--- src/rtl/fsel_pkg.sv ---
package fsel_pkg;

    typedef enum logic [1:0] {
        POL_SINGLE = 2'd0,
        POL_RR     = 2'd1,
        POL_IQ     = 2'd2,
        POL_LSQ    = 2'd3
    } fsel_policy_e;

    typedef enum logic [2:0] {
        ST_RUN        = 3'd0,
        ST_IDLE       = 3'd1,
        ST_CACHE_DONE = 3'd2,
        ST_SQUASH     = 3'd3,
        ST_BLOCKED    = 3'd4,
        ST_WAIT_RESP  = 3'd5,
        ST_WAIT_RETRY = 3'd6,
        ST_TRAP       = 3'd7
    } fsel_status_e;

    localparam int STATUS_W = 3;

    // States from which a thread may issue a fetch
    function automatic logic status_can_fetch(input logic [STATUS_W-1:0] s);
        return (s == ST_RUN) || (s == ST_IDLE) || (s == ST_CACHE_DONE);
    endfunction

endpackage

--- src/rtl/fsel_eligibility.sv ---
module fsel_eligibility #(
    parameter int NUM_THREADS = 4
) (
    input  logic [fsel_pkg::STATUS_W*NUM_THREADS-1:0] status_i,
    input  logic [NUM_THREADS-1:0]                    active_i,
    output logic [NUM_THREADS-1:0]                    elig_o
);
    import fsel_pkg::*;

    for (genvar t = 0; t < NUM_THREADS; t++) begin : g_thr
        assign elig_o[t] = active_i[t] &&
                           status_can_fetch(status_i[STATUS_W*t +: STATUS_W]);
    end

endmodule

--- src/rtl/fsel_rr_pick.sv ---
module fsel_rr_pick #(
    parameter int NUM_THREADS = 4,
    parameter int NUM_FETCH   = 2,
    parameter int TID_W       = 2
) (
    input  logic [NUM_THREADS-1:0][TID_W-1:0] order_i,
    input  logic [NUM_THREADS-1:0]            elig_i,
    output logic [NUM_FETCH-1:0]              valid_o,
    output logic [NUM_FETCH-1:0][TID_W-1:0]   tid_o,
    output logic [NUM_THREADS-1:0][TID_W-1:0] order_next_o
);

    logic [NUM_THREADS-1:0] taken;

    // Slot cascade: each slot scans the order from the front, skipping taken threads
    always_comb begin
        taken   = '0;
        valid_o = '0;
        tid_o   = '0;
        for (int k = 0; k < NUM_FETCH; k++) begin
            for (int p = 0; p < NUM_THREADS; p++) begin
                if (!valid_o[k] && elig_i[order_i[p]] && !taken[order_i[p]]) begin
                    valid_o[k] = 1'b1;
                    tid_o[k]   = order_i[p];
                end
            end
            if (valid_o[k]) begin
                taken[tid_o[k]] = 1'b1;
            end
        end
    end

    // Rotation: untaken threads close ranks, granted ones append in slot order
    always_comb begin
        int wr;
        order_next_o = order_i;
        wr = 0;
        for (int p = 0; p < NUM_THREADS; p++) begin
            if (!taken[order_i[p]]) begin
                order_next_o[wr] = order_i[p];
                wr = wr + 1;
            end
        end
        for (int k = 0; k < NUM_FETCH; k++) begin
            if (valid_o[k] && wr < NUM_THREADS) begin
                order_next_o[wr] = tid_o[k];
                wr = wr + 1;
            end
        end
    end

endmodule

--- src/rtl/fsel_occ_pick.sv ---
module fsel_occ_pick #(
    parameter int NUM_THREADS = 4,
    parameter int NUM_FETCH   = 2,
    parameter int TID_W       = 2,
    parameter int CNT_W       = 6
) (
    input  logic [NUM_THREADS-1:0][CNT_W-1:0] cnt_i,
    input  logic [NUM_THREADS-1:0]            elig_i,
    output logic [NUM_FETCH-1:0]              valid_o,
    output logic [NUM_FETCH-1:0][TID_W-1:0]   tid_o
);

    logic [NUM_THREADS-1:0] taken;
    logic [CNT_W-1:0]       best_cnt;

    // Ascending scan with strict less-than keeps the lowest index on a tie
    always_comb begin
        taken    = '0;
        valid_o  = '0;
        tid_o    = '0;
        best_cnt = '0;
        for (int k = 0; k < NUM_FETCH; k++) begin
            best_cnt = '0;
            for (int t = 0; t < NUM_THREADS; t++) begin
                if (elig_i[t] && !taken[t] && (!valid_o[k] || cnt_i[t] < best_cnt)) begin
                    valid_o[k] = 1'b1;
                    tid_o[k]   = TID_W'(t);
                    best_cnt   = cnt_i[t];
                end
            end
            if (valid_o[k]) begin
                taken[tid_o[k]] = 1'b1;
            end
        end
    end

endmodule

--- src/rtl/fsel_thread_select.sv ---
module fsel_thread_select #(
    parameter int NUM_THREADS = 4,
    parameter int NUM_FETCH   = 2,
    parameter int CNT_W       = 6,
    localparam int TID_W      = (NUM_THREADS > 1) ? $clog2(NUM_THREADS) : 1
) (
    input  logic                                      clk,
    input  logic                                      rst_n,
    input  logic [1:0]                                policy_i,
    input  logic [fsel_pkg::STATUS_W*NUM_THREADS-1:0] status_i,
    input  logic [NUM_THREADS-1:0]                    active_i,
    input  logic [CNT_W*NUM_THREADS-1:0]              iq_cnt_i,
    input  logic [CNT_W*NUM_THREADS-1:0]              lsq_cnt_i,
    output logic [NUM_FETCH-1:0]                      grant_valid_o,
    output logic [TID_W*NUM_FETCH-1:0]                grant_tid_o
);
    import fsel_pkg::*;

    localparam bit SOLO = (NUM_THREADS == 1);

    typedef struct packed {
        logic [NUM_THREADS-1:0][TID_W-1:0] order;
    } state_t;

    state_t state_d, state_q;

    logic [NUM_THREADS-1:0]            elig;
    logic [NUM_THREADS-1:0][CNT_W-1:0] iq_cnt, lsq_cnt, cnt_sel;
    logic [NUM_FETCH-1:0]              rr_valid, occ_valid, gv;
    logic [NUM_FETCH-1:0][TID_W-1:0]   rr_tid, occ_tid, gt;
    logic [NUM_THREADS-1:0][TID_W-1:0] rr_next;

    assign iq_cnt  = iq_cnt_i;
    assign lsq_cnt = lsq_cnt_i;
    assign cnt_sel = (policy_i == POL_LSQ) ? lsq_cnt : iq_cnt;

    fsel_eligibility #(.NUM_THREADS(NUM_THREADS)) u_elig (
        .status_i (status_i),
        .active_i (active_i),
        .elig_o   (elig)
    );

    fsel_rr_pick #(
        .NUM_THREADS (NUM_THREADS),
        .NUM_FETCH   (NUM_FETCH),
        .TID_W       (TID_W)
    ) u_rr (
        .order_i      (state_q.order),
        .elig_i       (elig),
        .valid_o      (rr_valid),
        .tid_o        (rr_tid),
        .order_next_o (rr_next)
    );

    fsel_occ_pick #(
        .NUM_THREADS (NUM_THREADS),
        .NUM_FETCH   (NUM_FETCH),
        .TID_W       (TID_W),
        .CNT_W       (CNT_W)
    ) u_occ (
        .cnt_i   (cnt_sel),
        .elig_i  (elig),
        .valid_o (occ_valid),
        .tid_o   (occ_tid)
    );

    // Grant mux by policy; one-thread configuration bypasses the policy
    always_comb begin
        gv = '0;
        gt = '0;
        if (SOLO) begin
            gv[0] = elig[0];
        end else begin
            case (policy_i)
                POL_SINGLE: gv[0] = 1'b1;
                POL_RR: begin
                    gv = rr_valid;
                    gt = rr_tid;
                end
                default: begin
                    gv = occ_valid;
                    gt = occ_tid;
                end
            endcase
        end
    end

    assign grant_valid_o = gv;
    assign grant_tid_o   = gt;

    // Next-state: order rotates only on round-robin cycles
    always_comb begin
        state_d = state_q;
        if (!SOLO && policy_i == POL_RR) begin
            state_d.order = rr_next;
        end
    end

    always_ff @(posedge clk) begin
        if (!rst_n) begin
            for (int t = 0; t < NUM_THREADS; t++) begin
                state_q.order[t] <= TID_W'(t);
            end
        end else begin
            state_q <= state_d;
        end
    end

    // Checks
    logic [NUM_THREADS-1:0] order_present;
    always_comb begin
        order_present = '0;
        for (int p = 0; p < NUM_THREADS; p++) begin
            order_present[state_q.order[p]] = 1'b1;
        end
    end

    AST_ORDER_PERMUTATION: assert property (@(posedge clk) disable iff (!rst_n)
        $countones(order_present) == NUM_THREADS);

    AST_ORDER_HELD: assert property (@(posedge clk) disable iff (!rst_n)
        (policy_i != POL_RR) |=> $stable(state_q.order));

    AST_IDLE_NO_GRANT: assert property (@(posedge clk) disable iff (!rst_n)
        (elig == '0 && (SOLO || policy_i != POL_SINGLE)) |-> (grant_valid_o == '0));

    for (genvar k = 0; k < NUM_FETCH; k++) begin : g_chk
        AST_GRANT_ELIGIBLE: assert property (@(posedge clk) disable iff (!rst_n)
            (gv[k] && (SOLO || policy_i != POL_SINGLE)) |-> elig[gt[k]]);
        if (k > 0) begin : g_pack
            AST_SLOTS_PACKED: assert property (@(posedge clk) disable iff (!rst_n)
                gv[k] |-> gv[k-1]);
            for (genvar j = 0; j < k; j++) begin : g_pair
                AST_SLOTS_DISTINCT: assert property (@(posedge clk) disable iff (!rst_n)
                    (gv[k] && gv[j]) |-> (gt[k] != gt[j]));
            end
        end
    end

endmodule

--- config.mk ---
export PLATFORM = sky130hd
export DESIGN_NAME = fsel_thread_select
export DESIGN_NICKNAME = d
export VERILOG_FILES = /design/src/rtl/fsel_pkg.sv /design/src/rtl/fsel_eligibility.sv /design/src/rtl/fsel_rr_pick.sv /design/src/rtl/fsel_occ_pick.sv /design/src/rtl/fsel_thread_select.sv
export SDC_FILE = /design/constraint.sdc
export NUM_CORES = 1
export LEC_CHECK = 0
export BUFFER_PORTS_ARGS = -buffer_cell sky130_fd_sc_hd__buf_2
export CAP_MARGIN = 25
export CORE_ASPECT_RATIO = 1.25
export CORE_MARGIN = 2
export CORE_UTILIZATION = 40
export CTS_CLUSTER_DIAMETER = 200
export DETAILED_ROUTE_END_ITERATION = 8
export SETUP_SLACK_MARGIN = 0.3
export SLEW_MARGIN = 20
export SYNTH_ARGS = -nofsm -noshare
export SYNTH_HDL_FRONTEND = slang
export SYNTH_SLANG_ARGS = --single-unit
--- constraint.sdc ---
create_clock -name clk -period 18 [get_ports clk]
set_input_delay 3.6 -clock clk [delete_from_list [all_inputs] [get_ports clk]]
set_output_delay 3.6 -clock clk [all_outputs]
set_load 0.1 [all_outputs]
# After elaboration in Yosys (flattened, before gate mapping)
# Cells that the tools add are included.
# classes
addsub	4
mul	0
div	0
magnitude_cmp	28
eq_ne	10
shifts	0
mux	106
bitwise_logic	1
reduce_logical	81
# ops
cell	count
< comparator 32 x 4 -> 1 bit (second input constant)	6
>= comparator 32 x 1 -> 1 bit (second input constant)	4
two-way mux 32 bit	4
adder 32 x 2 -> 32 bit (second input constant)	3
bitwise mux 8 bit	5
two-way mux 8 bit	5
logical AND 1 bit	38
two-way mux 1 bit	38
< comparator 6 bit	6
two-way mux 6 bit	6
two-way mux 2 bit	17
binary-select mux 1 bit (select 2 bit)	16
logical NOT 1 bit	24
two-way mux 24 bit	1
< comparator 2 x 3 -> 1 bit (second input constant)	7
demux 2 bit (select 2 bit)	5
logical OR 1 bit	14
equality test 3 x 1 -> 1 bit (second input constant)	4
equality test 3 x 2 -> 1 bit (second input constant)	4
logical NOT 3 bit	4
two-way mux 4 bit	3
case mux 4 bit (2 select lines)	1
demux 1 bit (select 2 bit)	3
>= comparator 2 x 1 -> 1 bit (second input constant)	3
other kinds (8)	9
# word_totals
regBits	8
latchBits	0
ram_bits	0
mem_bits_ro	0
out_inout_bits	6
mem_count	0

# Longest topological paths before layout
# Gate-level depths: netlist of run 1.
# depth
depth_word	66
mapped_depth	56
mapped_depth_nobuf	52

# By module
# From an unflattened synthesis of run 1, not the netlist that was laid out.
# unflattened
cells_unflattened	523
area_unflattened_um2	4155.2
# by_module_without_submodules
module	instances	cells_each	area_each_um2	seq_area_each_um2
fsel_rr_pick	1	223	1806.7	0.0
fsel_occ_pick	1	221	1507.7	0.0
fsel_thread_select	1	71	775.7	160.2
fsel_eligibility	1	8	65.1	0.0

# Worst setup path before layout of run 1
# OpenSTA, ideal clock, no wires.
# synth_timing
kind	input to output
start	input policy_i[0]
end	output grant_tid_o[2]
arrival_time_ns	14.396
t_required_ns	14.400
path_slack_ns	0.004
path_stages	51
n_path_buf	4
path_cell_list	nand2_1 clkbuf_1 buf_1 mux2i_1 inv_1 ha_1 a21o_1 a21o_1 a21o_1 a211o_1 a21oi_1 clkbuf_1 a21oi_1 ha_1 nand3_1 or2_2 or2_2 o211ai_1 [... 15 more ...] o21a_1 o21a_1 o21ai_0 o211ai_1 mux2_2 ha_1 and4_1 a21oi_1 a31oi_1 or2_2 clkbuf_1 nand2_1 o21ai_0 ha_1 and4_1 and3_1 a211oi_1 a221o_1
# synth_via
elab_chain_cells	36
# synth_rtl
item	line	rtl
start, declared	fsel_thread_select.sv:9	input logic [1:0] policy_i,
equality test 2 bit	fsel_thread_select.sv:35	assign cnt_sel = (policy_i == POL_LSQ) ? lsq_cnt : iq_cnt;
two-way mux 24 bit	fsel_thread_select.sv:35	
two-way mux 6 bit	fsel_occ_pick.sv:25	if (elig_i[t] && !taken[t] && (!valid_o[k] || cnt_i[t] < best_cnt)) begin
< comparator 6 bit	fsel_occ_pick.sv:25	
logical OR 1 bit	fsel_occ_pick.sv:25	
logical AND 1 bit	fsel_occ_pick.sv:25	
two-way mux 6 bit or two-way mux 1 bit (tied branches)	fsel_occ_pick.sv:25	
< comparator 6 bit or logical NOT 1 bit (tied branches)	fsel_occ_pick.sv:25	
[... 20 more ...]	-	
logical OR 1 bit	fsel_occ_pick.sv:25	
logical AND 1 bit	fsel_occ_pick.sv:25	
two-way mux 6 bit or two-way mux 1 bit (tied branches)	fsel_occ_pick.sv:25	
< comparator 6 bit or logical NOT 1 bit (tied branches)	fsel_occ_pick.sv:25	
logical OR 1 bit	fsel_occ_pick.sv:25	
logical AND 1 bit	fsel_occ_pick.sv:25	
two-way mux 2 bit	fsel_occ_pick.sv:25	
case mux 4 bit (2 select lines) (*)	fsel_thread_select.sv:74	case (policy_i)
end, declared	fsel_thread_select.sv:15	output logic [TID_W*NUM_FETCH-1:0] grant_tid_o
# Mark *: on every way between the ends. The rest lies on a longest branch, timed or not.

# Worst setup path after layout of run 1
# Same ends and word-level chain as after synthesis.

==> impl_metrics.yaml, run 1 <==
global_route:
  overflow: 0
  grt_max_degree: 20
  grt_usage: 0.243
  grt_pass1_vias: 4250
  grt_pass1_wl_um: 20800
  antenna_found_initial: 0
drt:
  wl_per_cell_um: 18.3
  vias: 4433
  drtAntennaViolNets: 0
  wirelength_um: 13000
  via_per_inst: 6.21
  drt_iter0_markers: 288
  dr.pass1.iters: 5
  drc: 0
flow_run:
  cap_violations: 0
power:
  switching_share: 0.582
  leakagePower_nw: 2.05
  intPower_mw: 0.257
  p_switching_mw: 0.359
  power_density_nw_per_um2: 137
  combPwrFrac: 0.865
  clockPowerShare: 0.061
  seqPwrFrac: 0.074
  peakVddDrop_mv: 0.163
setup_path:
  startpoint: "policy_i[0]"
  endpoint: "grant_tid_o[2]"
  cpMaxStageDelayCell: "mux2_2"
  worstPathMaxFanout: 13
  crit_cells: 53
  r2r-start: "state_q[4]"
  critPathTopFamily: "compound AO/OA/AOI/OAI gates"
  required_ps: 14400
  start_kind: "primary input"
  reg2reg_slack_ps: 11180
  crit_type: "in2out"
  cp-end-kind: "output port"
  crit_buf_inv: 5
  rr_worst_depth: 20
  crit_arrival_ps: 13460
  cpMostUsedCell: "ha_1"
  cpPeakStageDelay_ps: 410
  r2r_end: "state_q[5]"
min_path:
  hp-class: "reg2reg"
  whs_path_depth: 2
floorplanning:
  die_area_um2: 10300
  die_y_um: 113
  start_util: 0.414
  io_pins: 74
  die_x_um: 91.2
  rows: 39
  core_um2: 9170
clock_network:
  ctsHoldBuffers: 0
  clk_path_buf_depth: 2
  clk_latency_ps: 230
  cts.clk_slew.worst_paths_ps: 30
  cts_root_buffer: "clkbuf_16"
  cts.sinks: 8
  cts-htree-levels: 1
  cts_tree: "done"
  numCtsBuffers: 3
finish:
  multi_input_area_um2: 3520
  finalNetCount: 702
  drive_above_1_share: 0.257
  reg_top3: "state_q (8)"
  regMostFlops: "state_q"
  ff_latch_area_um2: 160
  num_antenna_cells: 0
  largest_register_ffs: 8
  fill_cells: 971
  final_core_util: 0.492
  stdcell_count: 714
  area_growth_pct: 18.6
synth:
  synth-edff-count: 0
  synth_top_area_frac: 0.135
  synth_area_leaders: "ha_1, mux2_2, mux2i_1, a21oi_1, nor2_1"
  synthCells: 522
  synth_cell_types: 84
  avgSynthCellArea_um2: 7.28
  ys_ff_latch: 8
  synth_warnings: 0
  async_flop_share: 0
  synth_nets: 631
  syn-cell-area_um2: 3800
  seq_area_frac_synth: 0.0421
  synth_top_area_cell: "ha_1"
  synthFlopType: "dfxtp_1"
timing:
  setup_viol: 0
  slew_headroom: 0.517
  fmax_ghz: 0.0586
  rsz0062_at_grt: "false"
  final_hold_viol_count: 0
  layout_min_cycle_time_ps: 17060
  worst_pin_slew_ps: 724
  slew_violations: 0
  finalCritPeriodShare: 0.948
  fin_worst_skew_ps: 8.11
status:
  status: "completed"
placed_design:
  portBuffers: 73
  dp_cells: 703
  dpl.hpwl_um: 10500
  place.gp.congestion: 0.941
timing repair:
action / in CTS / in global routing
gates resized for setup: 2 / 17
hold endpoints to repair: 0 / 0
pin swaps: 2 / 4
setup buffers: 4 / 3
endpoints found under the setup margin: 2 / 2
per-layer routing:
| layer | global-route usage | up-vias | wire [µm] |
|---|---|---|---|
| li1 | - | 2154 | - |
| met1 | 0.317 | 2048 | 5560 |
| met2 | 0.427 | 207 | 6230 |
| met3 | 0.0233 | 24 | 952 |
| met4 | 0.0697 | 0 | 286 |
| met5 | 0 | - | 0 |
synthesized netlist by cell type, types with 5 or more instances:
master    number
o21a_1        12
mux2i_1       22
a211oi_1      11
mux2_2        22
and3_1        12
dfxtp_1        8
ha_1          41
a21o_1        10
xnor2_1        5
o21ai_0       30
nand3_1       18
and2_1         7
nand2b_1       8
nor2b_1        8
o211ai_1       5
clkbuf_1      16
a21oi_1       38
and4_1         5
a211o_1        6
nand2_1       41
inv_1         22
nor2_1        46
o22ai_1        6
nor3_1        14
a31oi_1       10
nor3b_1        6
stage by stage:
step	instance area, µm²	power (mW)	hold WS [ps]	setup TNS, ps	setup slack [ps]
4_1_cts	4420	0.607	616	0	397
6_report	4510	0.616	616	0	940
2_1_floorplan	3800	0.447	508	0	297
3_3_place_gp	4310	0.558	596	0	139
3_5_place_dp	4310	0.564	610	-144	-78.3
5_1_grt	4510	0.670	656	0	279
worst reg2reg max path: stages, from the launching register on:
cell and delay (ps):
dfxtp_1 680, inv_1 320, or4_1 670, o21ai_0 200
a311o_1 420, a32oi_4 190, xnor2_1 300, a21oi_1 150
o31ai_4 620, o2111a_2 370, nor2_1 100, o211ai_1 290
o21a_1 250, ha_1 290, mux2_2 310, ha_1 330
inv_1 60, or3_1 390, mux2_4 300, o221a_1 240
a311oi_1 250
cell type report:
type	count	area share
clock buffer	3	0.0166
timing repair buffer	88	0.113
inverter	24	0.0200
sequential	8	0.0355
multi-input combinational	468	0.781
tap	123	0.0341
worst min path at each step:
stage / start / end / slack (ps)
2_1_floorplan: state_q[3] / state_q[3] / 510
3_3_place_gp: state_q[3] / state_q[3] / 600
3_5_place_dp: state_q[3] / state_q[3] / 610
4_1_cts: state_q[3] / state_q[3] / 620
5_1_grt: state_q[3] / state_q[3] / 660
6_report: state_q[3] / state_q[3] / 620
cell families after synthesis:
family          count (synthesis)  share of synthesized area
compound gates                183                      0.353
buf+inv                        46                     0.0487
simple gates                  192                      0.269
mux                            46                      0.133
xor+xnor                        6                     0.0188
fa+ha+maj                      41                      0.135
flops                           8                     0.0421
power by group through the flow:
stage	registers [mW]	logic [mW]	clock network, mW
3_3_place_gp	0.0446	0.513	0
3_5_place_dp	0.0447	0.520	0
2_1_floorplan	0.0274	0.419	0
6_report	0.0456	0.533	0.0375
5_1_grt	0.0466	0.585	0.0384
4_1_cts	0.0449	0.524	0.0376
placed cells by master, fill, tap and decap left out, types with 4 or more instances in the layout:
master | synthesis | routed
buf_2 | 1 | 71
dfxtp_1 | 8 | 8
and2_1 | 7 | 7
a211o_1 | 6 | 5
o22ai_1 | 6 | 6
nor3b_1 | 6 | 6
o221ai_1 | 4 | 4
a21o_1 | 10 | 10
o211ai_1 | 5 | 5
nand2_1 | 41 | 40
a211oi_1 | 11 | 10
nor2_1 | 46 | 46
ha_1 | 41 | 41
nand3_1 | 18 | 18
mux2i_1 | 22 | 20
a21oi_1 | 38 | 36
buf_4 | 1 | 15
o21ai_1 | 3 | 6
nor2b_1 | 8 | 8
and4_1 | 5 | 5
mux2_2 | 22 | 22
xnor2_1 | 5 | 5
nor3_1 | 14 | 14
or3_1 | 4 | 4
o21a_1 | 12 | 12
nand2b_1 | 8 | 8
a31oi_1 | 10 | 9
o21ai_0 | 30 | 25
and3_1 | 12 | 12
inv_1 | 22 | 22
Note: power is estimated with default switching activity, not from simulation.
==> run 2: changes to the inputs <==
- ABC_AREA: default -> 1
- HOLD_SLACK_MARGIN: default -> 0.1
==> run 2 against run 1 <==
  * Clock-buffer cell count unchanged
  * First-iteration DRC count decreased by 42%
  * Flip-flop and latch count unchanged
  * Sequential share of layout area increased by 0.89 points
  * Register-to-register slack better by 1200 ps
  * Maximum frequency is 4.4% higher
  * Hold slack worse by 120 ps
  * Design area shrank 20%
  * Setup slack better by 720 ps
  * Critical path type unchanged
==> impl_metrics.yaml, run 2 <==
synth:
  synth-edff-count: 0
  synthCells: 539
  synth_area_leaders: "nand2_1, ha_1, o21ai_0, inv_1, dfxtp_1"
  synth_common_cells: "nand2_1, inv_1, ha_1, o21ai_0, nor2_1"
  synth_warnings: 0
  synth_top_area_cell: "nand2_1"
  synth_top_area_frac: 0.234
  synthFlopType: "dfxtp_1"
  avgSynthCellArea_um2: 5.79
  syn-cell-area_um2: 3120
  async_flop_share: 0
  ys_ff_latch: 8
  synth.most_common_cell: "nand2_1"
  synth_cell_types: 50
  synth_nets: 648
  seq_area_frac_synth: 0.0513
timing:
  rsz0062_at_grt: "true"
  fmax_ghz: 0.0612
  slew_headroom: 0.659
  finalCritPeriodShare: 0.908
  worst_pin_slew_ps: 511
  fin_worst_skew_ps: 1.86
  final_hold_viol_count: 0
  setup_viol: 0
  layout_min_cycle_time_ps: 16340
  slew_violations: 0
  tns_ps: 0
floorplanning:
  core_um2: 7700
  io_pins: 74
  rows: 36
  die_x_um: 83.0
  die_y_um: 103
  start_util: 0.405
  die_area_um2: 8530
finish:
  area_growth_pct: 15.6
  drive_above_1_share: 0.232
  finalNetCount: 714
  multi_input_area_um2: 2670
  most-common-layout-cells: "nand2_1, buf_2, inv_1"
  ff_latch_area_um2: 160
  num_antenna_cells: 0
  fill_cells: 879
  reg_top3: "state_q (8)"
  regMostFlops: "state_q"
  layout.cells.most_common: "nand2_1"
  stdcell_area_um2: 3610
  largest_register_ffs: 8
drt:
  drt_iter0_markers: 166
  dr.pass1.iters: 4
  vias: 3688
  wl_per_cell_um: 13.7
  via_per_inst: 5.28
  drtAntennaViolNets: 0
  drc: 0
  wirelength_um: 9590
setup_path:
  cpMostUsedCell: "nand2_1"
  rr_worst_depth: 34
  cp-end-kind: "output port"
  cpPeakStageDelay_ps: 410
  crit_arrival_ps: 12740
  worstPathMaxFanout: 25
  required_ps: 14400
  cpMaxStageDelayCell: "o21ai_0"
  startpoint: "policy_i[1]"
  start_kind: "primary input"
  reg2reg_slack_ps: 12390
  endpoint: "grant_tid_o[2]"
  crit_type: "in2out"
  r2r-start: "state_q[4]"
  r2r_end: "state_q[6]"
clock_network:
  cts_tree: "done"
  cts-htree-levels: 1
  clk_path_buf_depth: 2
  numCtsBuffers: 3
  cts.sinks: 8
  cts_root_buffer: "clkbuf_8"
  clk_latency_ps: 230
  cts.clk_slew.worst_paths_ps: 40
  post_cts_buffers: 0
placed_design:
  portBuffers: 73
  place_area_um2: 3550
  dpl.hpwl_um: 8110
  place.gp.congestion: 0.945
min_path:
  hp-class: "reg2reg"
global_route:
  grt_pass1_vias: 3683
  overflow: 0
  grt_usage: 0.231
  antenna_found_initial: 0
  grt_max_degree: 26
  grt_pass1_wl_um: 16500
flow_run:
  cap_violations: 0
status:
  status: "completed"
## run 2: cell types whose count changed in the layout (fill, tap and decap cells not counted), sizes merged, moves of 16 or more
cell,delta
inv,+39
nand2,+170
o211ai,+16
o21ai,+18
mux2,-23
buf,-17
a21oi,-16
## run 2: timing repair
item	4_1_cts	5_1_grt
hold buffers	0	0
endpoints found under the setup margin	0	2
resized for setup	0	6
## run 2: metal layers
metal	routed length, µm	vias up	GRT usage
met5	0	-	0
met4	351	0	0.102
met3	386	27	0.0168
met2	5030	104	0.467
met1	3820	1633	0.245
li1	-	1924	-
## run 2: per-stage QoR
| step | util | instances | setup slack, ps | hold WS [ps] |
|---|---|---|---|---|
| 2_1_floorplan | - | 539 | 2550 | 444 |
| 3_3_place_gp | 0.461 | 695 | 1670 | 483 |
| 3_5_place_dp | 0.461 | 695 | 1420 | 491 |
| 4_1_cts | 0.467 | 698 | 1370 | 497 |
| 5_1_grt | 0.468 | 698 | 277 | 508 |
| 6_report | 0.468 | 698 | 1660 | 497 |
## run 2: critical path: cells and delay by family
family                     cells  cell delay [ps]
and+or+nand+nor               36             3630
AOI/OAI and AO/OA             13             2810
adders and majority gates      6             1710
buffers and inverters          4              930
## run 2: cell type report
| class | instances | area share |
|---|---|---|
| multi-input cells | 454 | 0.739 |
| repair buffers | 73 | 0.103 |
| inverters | 65 | 0.0700 |
| flip-flops and latches | 8 | 0.0444 |
| well taps | 95 | 0.0329 |
| clock buffers | 3 | 0.0114 |
## run 2: logic make-up after synthesis
family / count (synthesis) / synth area share
compound gates: 117 / 0.241
xor+xnor: 2 / 0.0140
fa+ha+maj: 41 / 0.164
buf+inv: 77 / 0.0966
flops: 8 / 0.0513
mux: 7 / 0.0224
simple gates: 287 / 0.410
## run 2: how the worst min path moves through the flow
stage | start | to | depth (start not counted)
5_1_grt | state_q[0] | state_q[0] | 2
2_1_floorplan | state_q[0] | state_q[0] | 2
3_3_place_gp | state_q[0] | state_q[0] | 2
3_5_place_dp | state_q[0] | state_q[0] | 2
4_1_cts | state_q[0] | state_q[0] | 2
6_report | state_q[0] | state_q[0] | 2
Power of run 2 is left out: the tool's default activity adds up to more than one toggle a clock period on the data nets, which glitch-free logic cannot reach.
